$ cat config.mk
export PLATFORM = sky130hd
export DESIGN_NAME = spi_cmd_parser
export DESIGN_NICKNAME = d
export VERILOG_FILES = /design/src/rtl/spi_cmd_pkg.sv /design/src/rtl/spi_cmd_field_dec.sv /design/src/rtl/spi_frame_tracker.sv /design/src/rtl/spi_cmd_parser.sv
export SDC_FILE = /design/constraint.sdc
export NUM_CORES = 1
export LEC_CHECK = 0
export BUFFER_PORTS_ARGS = -buffer_cell sky130_fd_sc_hd__buf_4
export CORE_UTILIZATION = 42
export DETAILED_ROUTE_END_ITERATION = 10
export PLACE_DENSITY = 0.63
export SYNTH_ARGS = -nofsm -noshare
export SYNTH_HDL_FRONTEND = slang
export SYNTH_SLANG_ARGS = --single-unit
$ cat constraint.sdc
create_clock -name clk -period 2.75 [get_ports clk]
set_input_delay 0.55 -clock clk [delete_from_list [all_inputs] [get_ports clk]]
set_output_delay 0.55 -clock clk [all_outputs]
set_load 0.02 [all_outputs]
$ cat src/rtl/spi_cmd_pkg.sv
package spi_cmd_pkg;
   localparam int CNT_W = 13;

   typedef enum logic [2:0] {
      K_NONE  = 3'd0,
      K_CMD   = 3'd1,
      K_WDATA = 3'd2,
      K_CRC   = 3'd3,
      K_RSLOT = 3'd4,
      K_EXTRA = 3'd5,
      K_DROP  = 3'd6
   } word_kind_e;

   typedef enum logic [2:0] {
      PH_CMD, PH_WDATA, PH_CRC, PH_RSLOT, PH_DONE, PH_DROP
   } phase_e;

   typedef struct packed {
      logic [3:0]       code;
      logic [3:0]       addr;
      logic [CNT_W-1:0] wr_words;
      logic [CNT_W-1:0] rd_words;
      logic [6:0]       end_bytes;
      logic             bad;
   } cmd_info_t;
endpackage

$ cat src/rtl/spi_cmd_field_dec.sv
module spi_cmd_field_dec
   import spi_cmd_pkg::*;
#(
   parameter int WORD_W = 16
) (
   input  logic [WORD_W-1:0] word,
   output cmd_info_t         info
);
   localparam logic [11:0] RESET_KEY = 12'h1E1;

   always_comb begin
      info      = '0;
      info.code = word[15:12];
      unique case (word[15:12])
         4'h2: begin
            info.wr_words = {4'd0, word[8:0]} + 13'd1;
            info.bad      = |word[11:9];
         end
         4'h3: info.wr_words = {1'b0, word[11:0]} + 13'd1;
         4'h4, 4'h5: begin
            info.wr_words  = {8'd0, word[11:7]};
            info.end_bytes = word[6:0];
         end
         4'h6, 4'h7: begin
            info.wr_words  = {8'd0, word[11:7]} + 13'd1;
            info.end_bytes = word[6:0];
         end
         4'h8, 4'h9: begin
            info.rd_words = {5'd0, word[7:0]} + 13'd1;
            info.bad      = |word[11:8];
         end
         4'hA, 4'hB: begin
            info.addr     = word[7:4];
            info.wr_words = {9'd0, word[3:0]} + 13'd1;
            info.bad      = |word[11:8];
         end
         4'hC, 4'hD: begin
            info.addr     = word[7:4];
            info.rd_words = {9'd0, word[3:0]} + 13'd1;
            info.bad      = |word[11:8];
         end
         4'hE: info.bad = (word[11:0] != RESET_KEY);
         default: info.bad = 1'b1;
      endcase
   end
endmodule

$ cat src/rtl/spi_frame_tracker.sv
module spi_frame_tracker
   import spi_cmd_pkg::*;
(
   input  logic             clk,
   input  logic             rst_n,
   input  logic             frame_start,
   input  logic             word_valid,
   input  logic             dec_bad,
   input  logic [CNT_W-1:0] dec_wr,
   input  logic [CNT_W-1:0] dec_rd,
   output word_kind_e       kind,
   output logic [CNT_W-1:0] idx
);
   phase_e           phase, eff, nxt_phase;
   logic [CNT_W-1:0] cnt, nxt_cnt, wr_tgt, rd_tgt, nxt_wr, nxt_rd;

   always_comb begin
      eff       = frame_start ? PH_CMD : phase;
      kind      = K_NONE;
      idx       = '0;
      nxt_phase = frame_start ? PH_CMD : phase;
      nxt_cnt   = frame_start ? '0 : cnt;
      nxt_wr    = wr_tgt;
      nxt_rd    = rd_tgt;
      if (word_valid) begin
         unique case (eff)
            PH_CMD: begin
               kind      = K_CMD;
               nxt_cnt   = '0;
               nxt_wr    = dec_wr;
               nxt_rd    = dec_rd;
               nxt_phase = dec_bad ? PH_DROP : ((dec_wr != '0) ? PH_WDATA : PH_CRC);
            end
            PH_WDATA: begin
               kind = K_WDATA;
               idx  = cnt;
               if (cnt == wr_tgt - 13'd1) begin
                  nxt_phase = PH_CRC;
                  nxt_cnt   = '0;
               end else begin
                  nxt_cnt = cnt + 13'd1;
               end
            end
            PH_CRC: begin
               kind      = K_CRC;
               nxt_cnt   = '0;
               nxt_phase = (rd_tgt != '0) ? PH_RSLOT : PH_DONE;
            end
            PH_RSLOT: begin
               kind = K_RSLOT;
               idx  = cnt;
               if (cnt == rd_tgt - 13'd1) begin
                  nxt_phase = PH_DONE;
                  nxt_cnt   = '0;
               end else begin
                  nxt_cnt = cnt + 13'd1;
               end
            end
            PH_DONE: kind = K_EXTRA;
            default: kind = K_DROP;
         endcase
      end
   end

   always_ff @(posedge clk or negedge rst_n) begin
      if (!rst_n) begin
         phase  <= PH_DROP;
         cnt    <= '0;
         wr_tgt <= '0;
         rd_tgt <= '0;
      end else begin
         phase  <= nxt_phase;
         cnt    <= nxt_cnt;
         wr_tgt <= nxt_wr;
         rd_tgt <= nxt_rd;
      end
   end

   // the data counter never passes the decoded word count
   a_r3_cnt_in_range: assert property (@(posedge clk) disable iff (!rst_n)
      (phase == PH_WDATA) |-> (cnt < wr_tgt));
   // the slot counter never passes the decoded slot count
   a_r5_slot_in_range: assert property (@(posedge clk) disable iff (!rst_n)
      (phase == PH_RSLOT) |-> (cnt < rd_tgt));
   // a lone frame-start pulse returns to the command phase
   a_r11_restart: assert property (@(posedge clk) disable iff (!rst_n)
      (frame_start && !word_valid) |=> (phase == PH_CMD));
endmodule

$ cat src/rtl/spi_cmd_parser.sv
module spi_cmd_parser
   import spi_cmd_pkg::*;
#(
   parameter int WORD_W  = 16,
   parameter bit TAG_REG = 1'b1
) (
   input  logic                    clk,
   input  logic                    rst_n,
   input  logic                    frame_start,
   input  logic                    word_valid,
   input  logic [WORD_W-1:0]       word_data,
   output logic                    tag_valid,
   output logic [2:0]              tag_kind,
   output logic [CNT_W-1:0]        tag_idx,
   output logic [WORD_W-1:0]       tag_word,
   output logic [3:0]              cmd_code,
   output logic [3:0]              cmd_addr,
   output logic [CNT_W-1:0]        cmd_wr_words,
   output logic [CNT_W-1:0]        cmd_rd_words,
   output logic [6:0]              cmd_end_bytes,
   output logic                    cmd_bad
);
   if (WORD_W != 16) begin : g_bad_width
      $error("spi_cmd_parser: the command layout needs WORD_W of 16");
   end

   cmd_info_t        dec;
   word_kind_e       kind_c;
   logic [CNT_W-1:0] idx_c;
   cmd_info_t        held;

   spi_cmd_field_dec #(.WORD_W(WORD_W)) u_dec (
      .word (word_data),
      .info (dec)
   );

   spi_frame_tracker u_trk (
      .clk         (clk),
      .rst_n       (rst_n),
      .frame_start (frame_start),
      .word_valid  (word_valid),
      .dec_bad     (dec.bad),
      .dec_wr      (dec.wr_words),
      .dec_rd      (dec.rd_words),
      .kind        (kind_c),
      .idx         (idx_c)
   );

   always_ff @(posedge clk or negedge rst_n) begin
      if (!rst_n)                              held <= '0;
      else if (word_valid && kind_c == K_CMD)  held <= dec;
   end

   assign cmd_code      = held.code;
   assign cmd_addr      = held.addr;
   assign cmd_wr_words  = held.wr_words;
   assign cmd_rd_words  = held.rd_words;
   assign cmd_end_bytes = held.end_bytes;
   assign cmd_bad       = held.bad;

   if (TAG_REG) begin : g_tag_reg
      always_ff @(posedge clk or negedge rst_n) begin
         if (!rst_n) begin
            tag_valid <= 1'b0;
            tag_kind  <= K_NONE;
            tag_idx   <= '0;
            tag_word  <= '0;
         end else begin
            tag_valid <= word_valid;
            tag_kind  <= kind_c;
            tag_idx   <= idx_c;
            tag_word  <= word_data;
         end
      end

      // no tag kind without a valid strobe
      a_r1_idle_kind: assert property (@(posedge clk) disable iff (!rst_n)
         !tag_valid |-> (tag_kind == K_NONE));
      // a command tag carries the latched code
      a_r2_code_match: assert property (@(posedge clk) disable iff (!rst_n)
         (tag_valid && tag_kind == K_CMD) |-> (tag_word[15:12] == cmd_code));
      // write-data index below the decoded count
      a_r3_wdata_bound: assert property (@(posedge clk) disable iff (!rst_n)
         (tag_valid && tag_kind == K_WDATA) |-> (tag_idx < cmd_wr_words));
      // read-slot index below the decoded count
      a_r5_rslot_bound: assert property (@(posedge clk) disable iff (!rst_n)
         (tag_valid && tag_kind == K_RSLOT) |-> (tag_idx < cmd_rd_words));
      // an illegal command is followed only by dropped words or a new command
      a_r9_drop_after_bad: assert property (@(posedge clk) disable iff (!rst_n)
         (tag_valid && tag_kind == K_CMD && cmd_bad) |=>
            (!tag_valid || tag_kind == K_DROP || tag_kind == K_CMD));
   end else begin : g_tag_comb
      assign tag_valid = word_valid;
      assign tag_kind  = kind_c;
      assign tag_idx   = idx_c;
      assign tag_word  = word_data;
   end
endmodule

==> results of run 1 <==
[kinds of logic after synthesis]
kind of cell               after synthesis  synth area share (%)
and+or+nand+nor                        246                  22.7
AOI/OAI and AO/OA                      140                  17.6
DFF                                    109                  47.5
buffers and inverters                   67                  5.40
xor gates and xnor gates                35                  5.33
adders and majority gates                6                  1.31
other                                    1                0.0652
muxes                                    1                 0.174
[critical path: stages, from the launching register on]
cell	delay, ps
dfrtp_1	410
inv_1	80
ha_1	160
or3b_4	400
or4_1	470
nand3_1	120
nor4b_4	210
nand3_2	130
buf_12	180
a311oi_2	240
a21oi_1	70
[layout by cell type (no fill, tap or decap), types with 13 or more instances in the layout]
master | netlist | final
nand4_1 | 14 | 14
inv_1 | 20 | 20
nand2_1 | 65 | 64
nor3_1 | 21 | 20
nand2b_1 | 13 | 13
o21ai_0 | 13 | 13
buf_4 | 6 | 139
a21o_1 | 27 | 27
a31oi_1 | 14 | 14
nand3_1 | 23 | 23
dfrtp_1 | 107 | 107
a21oi_1 | 13 | 13
nor2_1 | 43 | 43
xnor2_1 | 23 | 23
[stage by stage]
step / TNS (ps) / worst slack [ps] / hold WS, ps
final: 0 / 152 / 166
after global routing: -2.77 / -2.77 / 207
after CTS: 0 / 23.8 / 178
after detailed placement: -350 / -199 / 463
after global placement: -181 / -106 / 465
after floorplan: 0 / 65.6 / 254
[final timing paths]
path	slack (ps)	cells past startpoint	startpoint	to
max	150	10	u_trk.rd_tgt[1]	u_trk.cnt[8]
min	170	1	rst_n	tag_valid
max reg2reg	150	10	u_trk.rd_tgt[1]	u_trk.cnt[8]
min reg2reg	490	2	cmd_bad	cmd_bad
max in group asynchronous	1850	2	rst_n	tag_idx[1]
min in group clk	340	1	word_data[3]	tag_word[3]
[timing repair]
action,CTS,global route
setup endpoints to repair,0,14
buffers inserted,0,1
endpoints found under the hold margin,0,0
resized for setup,0,4
[layout make-up]
| class | count | area (µm²) |
|---|---|---|
| flip-flops and latches | 109 | 2730 |
| inverters | 20 | 75.1 |
| clock inverters | 7 | 80.1 |
| well taps | 176 | 220 |
| repair buffers | 143 | 1120 |
| fillers | 1261 | 6090 |
| multi-input cells | 432 | 2750 |
| clock buffers | 9 | 225 |
[layer usage]
layer  vias up  share of wire, %  GRT usage [%]
met5         -                 0              0
met2       189                49           39.2
met4         0               2.6           10.5
met3        30               5.4           4.65
li1       2397                 -              -
met1      2470                43           29.7
[registers in the layout, indices dropped and copies added (netlist names)]
name / flops
cmd_wr_words: 13
tag_valid: 1
cmd_end_bytes: 7
tag_word: 16
u_trk.rd_tgt: 9
u_trk.cnt: 13
cmd_bad: 1
cmd_code: 4
cmd_addr: 4
tag_kind: 3
tag_idx: 13
u_trk.wr_tgt: 13
u_trk.phase: 3
cmd_rd_words: 9
[power by group through the flow]
| stage | registers, µW | logic [µW] | clock network [µW] |
|---|---|---|---|
| 6_report | 1820 | 1060 | 1320 |
| 5_1_grt | 1830 | 1160 | 1400 |
| 4_1_cts | 1820 | 1060 | 1360 |
| 3_5_place_dp | 1850 | 1050 | 0 |
| 3_3_place_gp | 1840 | 1040 | 0 |
| 2_1_floorplan | 1930 | 544 | 0 |
==> flow_summary_export.csv, run 1 <==
group,metric,value,unit
run_status,status,"completed",
pwr,power.density,583,nW/µm²
logic_synthesis,synth_top_area_share,46.6,%
grt,antenna_found_initial,0,
detailed_routing,vias_per_cell,5.68,
clocking,clock_sinks,109,
floorplan,coreArea,13300,µm²
pwr,p_int,2830,µW
finish,area_growth,25.3,%
logic_synthesis,netlist_area,5750,µm²
setup_path,cp_max_fo,24,
clocking,tritoncts,"done",
grt,grt.total_usage,23.6,%
clocking,path_clk_slew,80,ps
detailed_routing,avgRoutedWirePerCell,18.0,µm
placed_design,place.gp.congestion,0.885,
pwr,comb_power_share,25.4,%
flow_run,drv_cap,0,
finish,nets,741,
logic_synthesis,synth-seq-cells,109,
grt,grt_pass1_wl,26000,µm
sta,maxSlewViolCount,0,
clocking,cts_max_path_buffers,2,
finish,final_cell_area,7200,µm²
sta,worst_pin_slew,560,ps
min_path,hp-class,"input pin to asynchronous set/reset pin",
finish,drive_above_1_share,24.3,%
floorplan,fp-row-count,42,
pwr,leakagePower,0.00356,µW
logic_synthesis,synth_area_leaders,"dfrtp_1 (47%), nand2_1 (4.2%), a21o_1 (3.5%)",
setup_path,end_kind,"register",
clocking,root_buffer,"clkbuf_16",
clocking,htree_levels,3,
placed_design,postPlaceCellArea,6870,µm²
sta,final.setup_skew,9.76,ps
grt,grt_pass1_vias,5051,
floorplan,die_area,14200,µm²
grt,grt_start_max_net_pins,67,
placed_design,dp_hpwl,11800,µm
sta,setup_viol,0,
finish,final_util,54.2,%
logic_synthesis,synth-main-ff-cell,"dfrtp_1",
placed_design,port-buffer-count,90,
logic_synthesis,yosysUniqueCellTypes,65,
sta,fin_crit_sh,94.5,%
setup_path,setup.worst_path.class,"register to register",
detailed_routing,wirelength,16100,µm
sta,max-slew-margin-rel,62.3,%
pwr,p_seq_share,43.2,%
floorplan,ios,95,
pwr,total_power,4200,µW
sta,finalCriticalPeriod,2600,ps
sta,final-hold-violation-count,0,
finish,num_antenna_cells,0,
logic_synthesis,syn_inst,605,
setup_path,arrival,2840,ps
pwr,pwr-share-clk,31.4,%
detailed_routing,ant_nets,0,
logic_synthesis,avgSynthCellArea,9.50,µm²
detailed_routing,firstDrtPassIters,5,
pwr,swShare,32.7,%
sta,fmax,385,MHz
finish,final_cells,896,
setup_path,cp-start-kind,"register",
clocking,clock_latency,370,ps
detailed_routing,dr_total_vias,5086,
pwr,power_switching,1370,µW
floorplan,die_w,119,µm
logic_synthesis,synth.most_common_cell,"dfrtp_1",
pwr,vdd_ir_drop_max,0.387,mV
logic_synthesis,synth.top_cells.by_count,"dfrtp_1 (107), nand2_1 (65), nor2_1 (43)",
logic_synthesis,ys_warn_count,0,
logic_synthesis,async_reset_ff_share,100,%
floorplan,die_y,119,µm
grt,gr-total-overflow,0,
logic_synthesis,ys_seq_area_share,47.5,%
clocking,holdBufCountCts,0,
placed_design,dp.cells,879,
floorplan,initial_utilization,43.2,%
logic_synthesis,synth_edf_count,0,
clocking,numCtsBuffers,9,
setup_path,worstPathRequired,2990,ps
detailed_routing,drc,0,
logic_synthesis,synth_largest_area_cell,"dfrtp_1",
detailed_routing,first_iter_violations,321,
Power figures use the tool's default switching activity.
==> run 2, diff against run 1 <==
Settings changed: CORE_MARGIN set to 2, PLACE_DENSITY 0.63 to 0.6.
Clock period 2.75 ns to 2.95 ns, I/O delays scaled along.
==> run 2 against run 1 <==
Critical path depth is the same. Clock skew grew 2.7 ps. Register-to-register slack is essentially flat. Worst setup slack lost 4.3 ps. Hold slack gained 31 ps. Die area grew 3.4%. Power shrank 8.7%. First-iteration DRC count grew 15%. Clock-buffer cell count is the same. Cell area shrank 3.5%. Utilization shrank 1.9 points. Critical path type unchanged. Largest cell class is now flip-flops and latches.
==> flow_summary_export.csv, run 2 (synthesized netlist as in run 1, its figures left out) <==
group,metric,value,unit
run_status,status,"completed",
setup_path,crit_path_cell_trace,"inv_1 > ha_1 > or3b_2 > or4_1 > nand3_1 > nor4b_4 > nand3_2 > buf_4 > a311oi_2 > a21oi_1",
floorplan,ios,95,
finish,drive_above_1_share,21.3,%
floorplan,die_w,121,µm
pwr,vdd_ir_drop_max,0.297,mV
detailed_routing,wirelength,16000,µm
placed_design,postPlaceCellArea,6660,µm²
clocking,tritoncts,"done",
min_path,hp-class,"input pin to asynchronous set/reset pin",
grt,grt_start_max_net_pins,45,
finish,regMostFlops,"tag_word",
finish,largest_register_ffs,16,
finish,mostFrequentLayoutCell,"buf_4",
finish,final_util,52.3,%
sta,max-slew-margin-rel,60.8,%
clocking,numCtsBuffers,9,
detailed_routing,vias_per_cell,5.70,
grt,grt.total_usage,22.6,%
setup_path,rr_worst_depth,10,
setup_path,cp_max_fo,24,
clocking,path_clk_slew,70,ps
floorplan,die_area,14600,µm²
finish,area_growth,20.9,%
grt,grt_pass1_wl,25500,µm
clocking,clock_latency,370,ps
setup_path,cp-start-kind,"register",
floorplan,initial_utilization,43.2,%
sta,finalCriticalPeriod,2800,ps
finish,num_antenna_cells,0,
floorplan,fp-row-count,42,
setup_path,r2r_end,"u_trk.cnt[8]",
grt,gr-total-overflow,0,
pwr,total_power,3830,µW
sta,maxSlewViolCount,0,
setup_path,end_kind,"register",
sta,fin_crit_sh,95.0,%
clocking,htree_levels,3,
detailed_routing,ant_nets,0,
detailed_routing,drc,0,
finish,final_cell_mix,"buf_4 (118), dfrtp_1 (107), nand2_1 (64), nor2_1 (43), a21o_1 (27)",
grt,antenna_found_initial,0,
clocking,root_buffer,"clkbuf_16",
floorplan,die_y,121,µm
finish,n_fill_cell,1230,
sta,final.setup_skew,12.5,ps
setup_path,setup.worst_path.class,"register to register",
flow_run,drv_cap,0,
sta,final-hold-violation-count,0,
setup_path,slowest_stage,"or3b_2",
sta,fmax,357,MHz
clocking,holdBufCountCts,0,
sta,rsz0062_at_grt,"false",
setup_path,rrSetupSlack,150,ps
finish,nets,717,
pwr,leakagePower,0.00341,µW
clocking,cts_max_path_buffers,2,
setup_path,rr_startpoint,"u_trk.rd_tgt[0]",
detailed_routing,first_iter_violations,369,
placed_design,dp_hpwl,11700,µm
clocking,postCtsSetupBuffers,0,
placed_design,place.gp.congestion,0.883,
detailed_routing,dr_total_vias,4967,
finish,final_cell_area,6950,µm²
setup_path,arrival,3050,ps
detailed_routing,avgRoutedWirePerCell,18.3,µm
detailed_routing,firstDrtPassIters,5,
sta,setup_viol,0,
placed_design,port-buffer-count,90,
clocking,clock_sinks,109,
floorplan,coreArea,13300,µm²
pwr,power.density,551,nW/µm²
sta,worst_pin_slew,584,ps
clocking,postCtsResizedCells,0,
setup_path,worstPathRequired,3190,ps
grt,grt_pass1_vias,4796,
setup_path,slowest_delay,490,ps
==> run 2: worst max path at each step <==
stage | start | to | slack [ps] | cells after the start
2_1_floorplan | u_trk.wr_tgt[0] | u_trk.cnt[9] | 270 | 9
3_3_place_gp | word_data[1] | u_trk.phase[1] | 160 | 10
3_5_place_dp | word_data[1] | u_trk.phase[1] | -40 | 10
4_1_cts | u_trk.rd_tgt[0] | u_trk.cnt[8] | 170 | 10
5_1_grt | u_trk.rd_tgt[0] | u_trk.cnt[10] | 6 | 10
6_report | u_trk.rd_tgt[0] | u_trk.cnt[8] | 150 | 10
==> run 2: layout make-up <==
| class | count | area [µm²] | area share, % |
|---|---|---|---|
| Clock buffer | 9 | 225 | 3.24 |
| Clock inverter | 7 | 66.3 | 0.954 |
| Inverter | 20 | 75.1 | 1.08 |
| Sequential cell | 109 | 2730 | 39.3 |
| Multi-Input combinational cell | 432 | 2730 | 39.2 |
| Tap cell | 176 | 220 | 3.17 |
| Timing Repair Buffer | 119 | 906 | 13.0 |
==> run 2: worst max-delay path: cells and delay by family (launching register included) <==
kind,cells,cell delay (ps)
compound gates,2,330
fa+ha+maj,1,160
buf+inv,2,330
flops,1,440
simple gates,5,1420
==> run 2: routing by layer <==
metal | routed length, µm | global-route usage, % | part of all wire (%)
met2 | 7770 | 37.3 | 49
met1 | 6990 | 29.5 | 44
met3 | 891 | 4.89 | 5.6
met4 | 322 | 7.56 | 2.0
met5 | 0 | 0 | 0
==> run 2: report_power, final <==
group	switching [µW]	internal [µW]	total, µW
Combinational	553	383	935
Clock	601	594	1190
Sequential	92.4	1610	1700
Total	1250	2590	3830
==> run 2: per-stage QoR <==
step	hold WS (ps)	setup WS [ps]	setup TNS [ps]	cells
finish	197	148	0	872
global route	228	5.56	0	872
CTS	208	169	0	872
detailed placement	461	-44.8	-44.8	856
global placement	458	157	0	856
floorplan	294	266	0	608
==> run 3, diff against run 2 <==
Settings changed: CELL_PAD_IN_SITES_DETAIL_PLACEMENT set to 0, CELL_PAD_IN_SITES_GLOBAL_PLACEMENT set to 1, PLACE_DENSITY 0.6 to 0.76.
==> run 3 against run 2 <==
First-iteration DRC count decreased by 12%. Cell area increased by 0.31%. Routed wire length increased by 0.67%. Sequential share of layout area decreased by 0.12 points. Utilization increased by 0.16 points. Die area unchanged. Worst setup slack improved by 16 ps. Critical path depth decreased by 2. Hold slack got worse by 50 ps. Highest routed layer unchanged.
==> flow_summary_export.csv, run 3 (synthesized netlist as in run 1, its figures left out) <==
group,metric,value,unit
run_status,status,"completed",
sta,maxSlewViolCount,0,
grt,gr-usage-met1,30.7,%
sta,fmax,359,MHz
finish,largest_register_ffs,16,
detailed_routing,avgRoutedWirePerCell,18.5,µm
setup_path,arrival,3000,ps
finish,regMostFlops,"tag_word",
setup_path,slowest_stage,"or4_4",
clocking,numCtsBuffers,9,
grt,met2_usage,37.0,%
sta,rsz0062_at_grt,"false",
clocking,clock_sinks,109,
finish,nets,716,
setup_path,setup.worst_path.class,"register to register",
pwr,power.density,555,nW/µm²
clocking,postCtsSetupBuffers,0,
detailed_routing,firstDrtPassIters,5,
finish,final_cell_mix,"buf_4 (115), dfrtp_1 (107), nand2_1 (64), nor2_1 (43), a21o_1 (27)",
sta,max-slew-margin-rel,61.2,%
floorplan,coreArea,13300,µm²
floorplan,die_area,14600,µm²
setup_path,cp-start-kind,"register",
pwr,leakagePower,0.00342,µW
clocking,root_buffer,"clkbuf_16",
grt,antenna_found_initial,0,
sta,fin_crit_sh,94.5,%
floorplan,initial_utilization,43.2,%
placed_design,postPlaceCellArea,6660,µm²
grt,grt_pass1_wl,25600,µm
detailed_routing,drc,0,
flow_run,drv_cap,0,
setup_path,crit_path_cell_trace,"or4_4 > or4_1 > xnor2_1 > nor3b_1 > nand4b_2 > buf_4 > a41oi_1 > a31oi_1",
setup_path,end_kind,"register",
sta,final.setup_skew,10.1,ps
clocking,htree_levels,3,
setup_path,slowest_delay,590,ps
setup_path,worstPathRequired,3160,ps
clocking,clock_latency,360,ps
clocking,cts_max_path_buffers,2,
grt,grt_start_max_net_pins,82,
detailed_routing,dr_total_vias,4952,
setup_path,cp_max_fo,24,
placed_design,pre_cts_ws,-42.1,ps
setup_path,rrSetupSlack,160,ps
grt,grtUsageMet3,4.79,%
finish,n_fill_cell,1245,
grt,grt.total_usage,22.6,%
grt,top_usage_layer,"met2",
finish,drive_above_1_share,21.3,%
clocking,path_clk_slew,80,ps
setup_path,path_delay_family,"simple AND/OR/NAND/NOR gates",
clocking,postCtsResizedCells,0,
clocking,holdBufCountCts,0,
placed_design,port-buffer-count,90,
setup_path,cp_num_buf_inv,1,
detailed_routing,ant_nets,0,
floorplan,die_w,121,µm
floorplan,fp-row-count,42,
sta,finalCriticalPeriod,2790,ps
sta,final-hold-violation-count,0,
sta,layout_setup_ws,163,ps
detailed_routing,vias_per_cell,5.69,
pwr,total_power,3870,µW
finish,num_antenna_cells,0,
detailed_routing,first_iter_violations,326,
floorplan,ios,95,
finish,mostFrequentLayoutCell,"buf_4",
placed_design,place.gp.congestion,0.856,
sta,setup_viol,0,
floorplan,die_y,121,µm
finish,area_growth,21.3,%
grt,gr-total-overflow,0,
min_path,hp-class,"input pin to asynchronous set/reset pin",
grt,grt_pass1_vias,4749,
pwr,vdd_ir_drop_max,0.397,mV
placed_design,dp_hpwl,11800,µm
finish,final_cell_area,6970,µm²
clocking,tritoncts,"done",
sta,worst_pin_slew,577,ps
detailed_routing,wirelength,16100,µm
==> run 3: cell types whose count changed in the layout (fill, tap and decap cells not counted) <==
cell / delta
inv_8: +3
buf_6: +1
or4_1: -1
inv_6: -2
or4_4: +1
buf_12: +1
clkinvlp_4: -1
buf_4: -3
==> run 3: layout make-up <==
type | count | area, µm² | area share [%]
clock buffer | 9 | 225 | 3.23
tap | 176 | 220 | 3.16
inverter | 20 | 75.1 | 1.08
sequential | 109 | 2730 | 39.2
timing repair buffer | 118 | 915 | 13.1
clock inverter | 7 | 75.1 | 1.08
multi-input combinational | 432 | 2730 | 39.2
==> run 3: where the power goes <==
| part | internal (µW) | switching (µW) |
|---|---|---|
| combinational | 384 | 551 |
| clock | 606 | 617 |
| sequential | 1610 | 99.4 |
==> run 3: per-stage QoR <==
stage | TNS (ps) | hold slack, ps | instances | util (%)
2_1_floorplan | 0 | 294 | 608 | -
3_5_place_dp | -42.1 | 462 | 855 | 50.1
4_1_cts | 0 | 154 | 871 | 52.4
6_report | 0 | 147 | 871 | 52.4
3_3_place_gp | 0 | 460 | 855 | 50.1
5_1_grt | 0 | 162 | 871 | 52.4
==> run 3: worst register-to-register path, stage by stage, from the launching register on <==
cell and delay, ps:
dfrtp_1 440, or4_4 590, or4_1 530, xnor2_1 150, nor3b_1 240, nand4b_2 120, buf_4 230, a41oi_1 250
a31oi_1 70
==> run 3: path summary, 6_finish.rpt <==
kind / start / endpoint / cells past startpoint
min in group clk: word_data[1] / tag_word[1] / 1
worst max register to register: u_trk.wr_tgt[1] / u_trk.cnt[9] / 8
worst min-delay path: rst_n / tag_kind[2] / 1
worst max-delay path: u_trk.wr_tgt[1] / u_trk.cnt[9] / 8
worst min register to register: cmd_end_bytes[0] / cmd_end_bytes[0] / 2
max in group asynchronous: rst_n / u_trk.wr_tgt[5] / 2
==> run 3: routing by layer <==
| metal | wire length (µm) | share of wire, % |
|---|---|---|
| met4 | 209 | 1.3 |
| met5 | 0 | 0 |
| met2 | 7840 | 49 |
| met3 | 820 | 5.1 |
| met1 | 7210 | 45 |
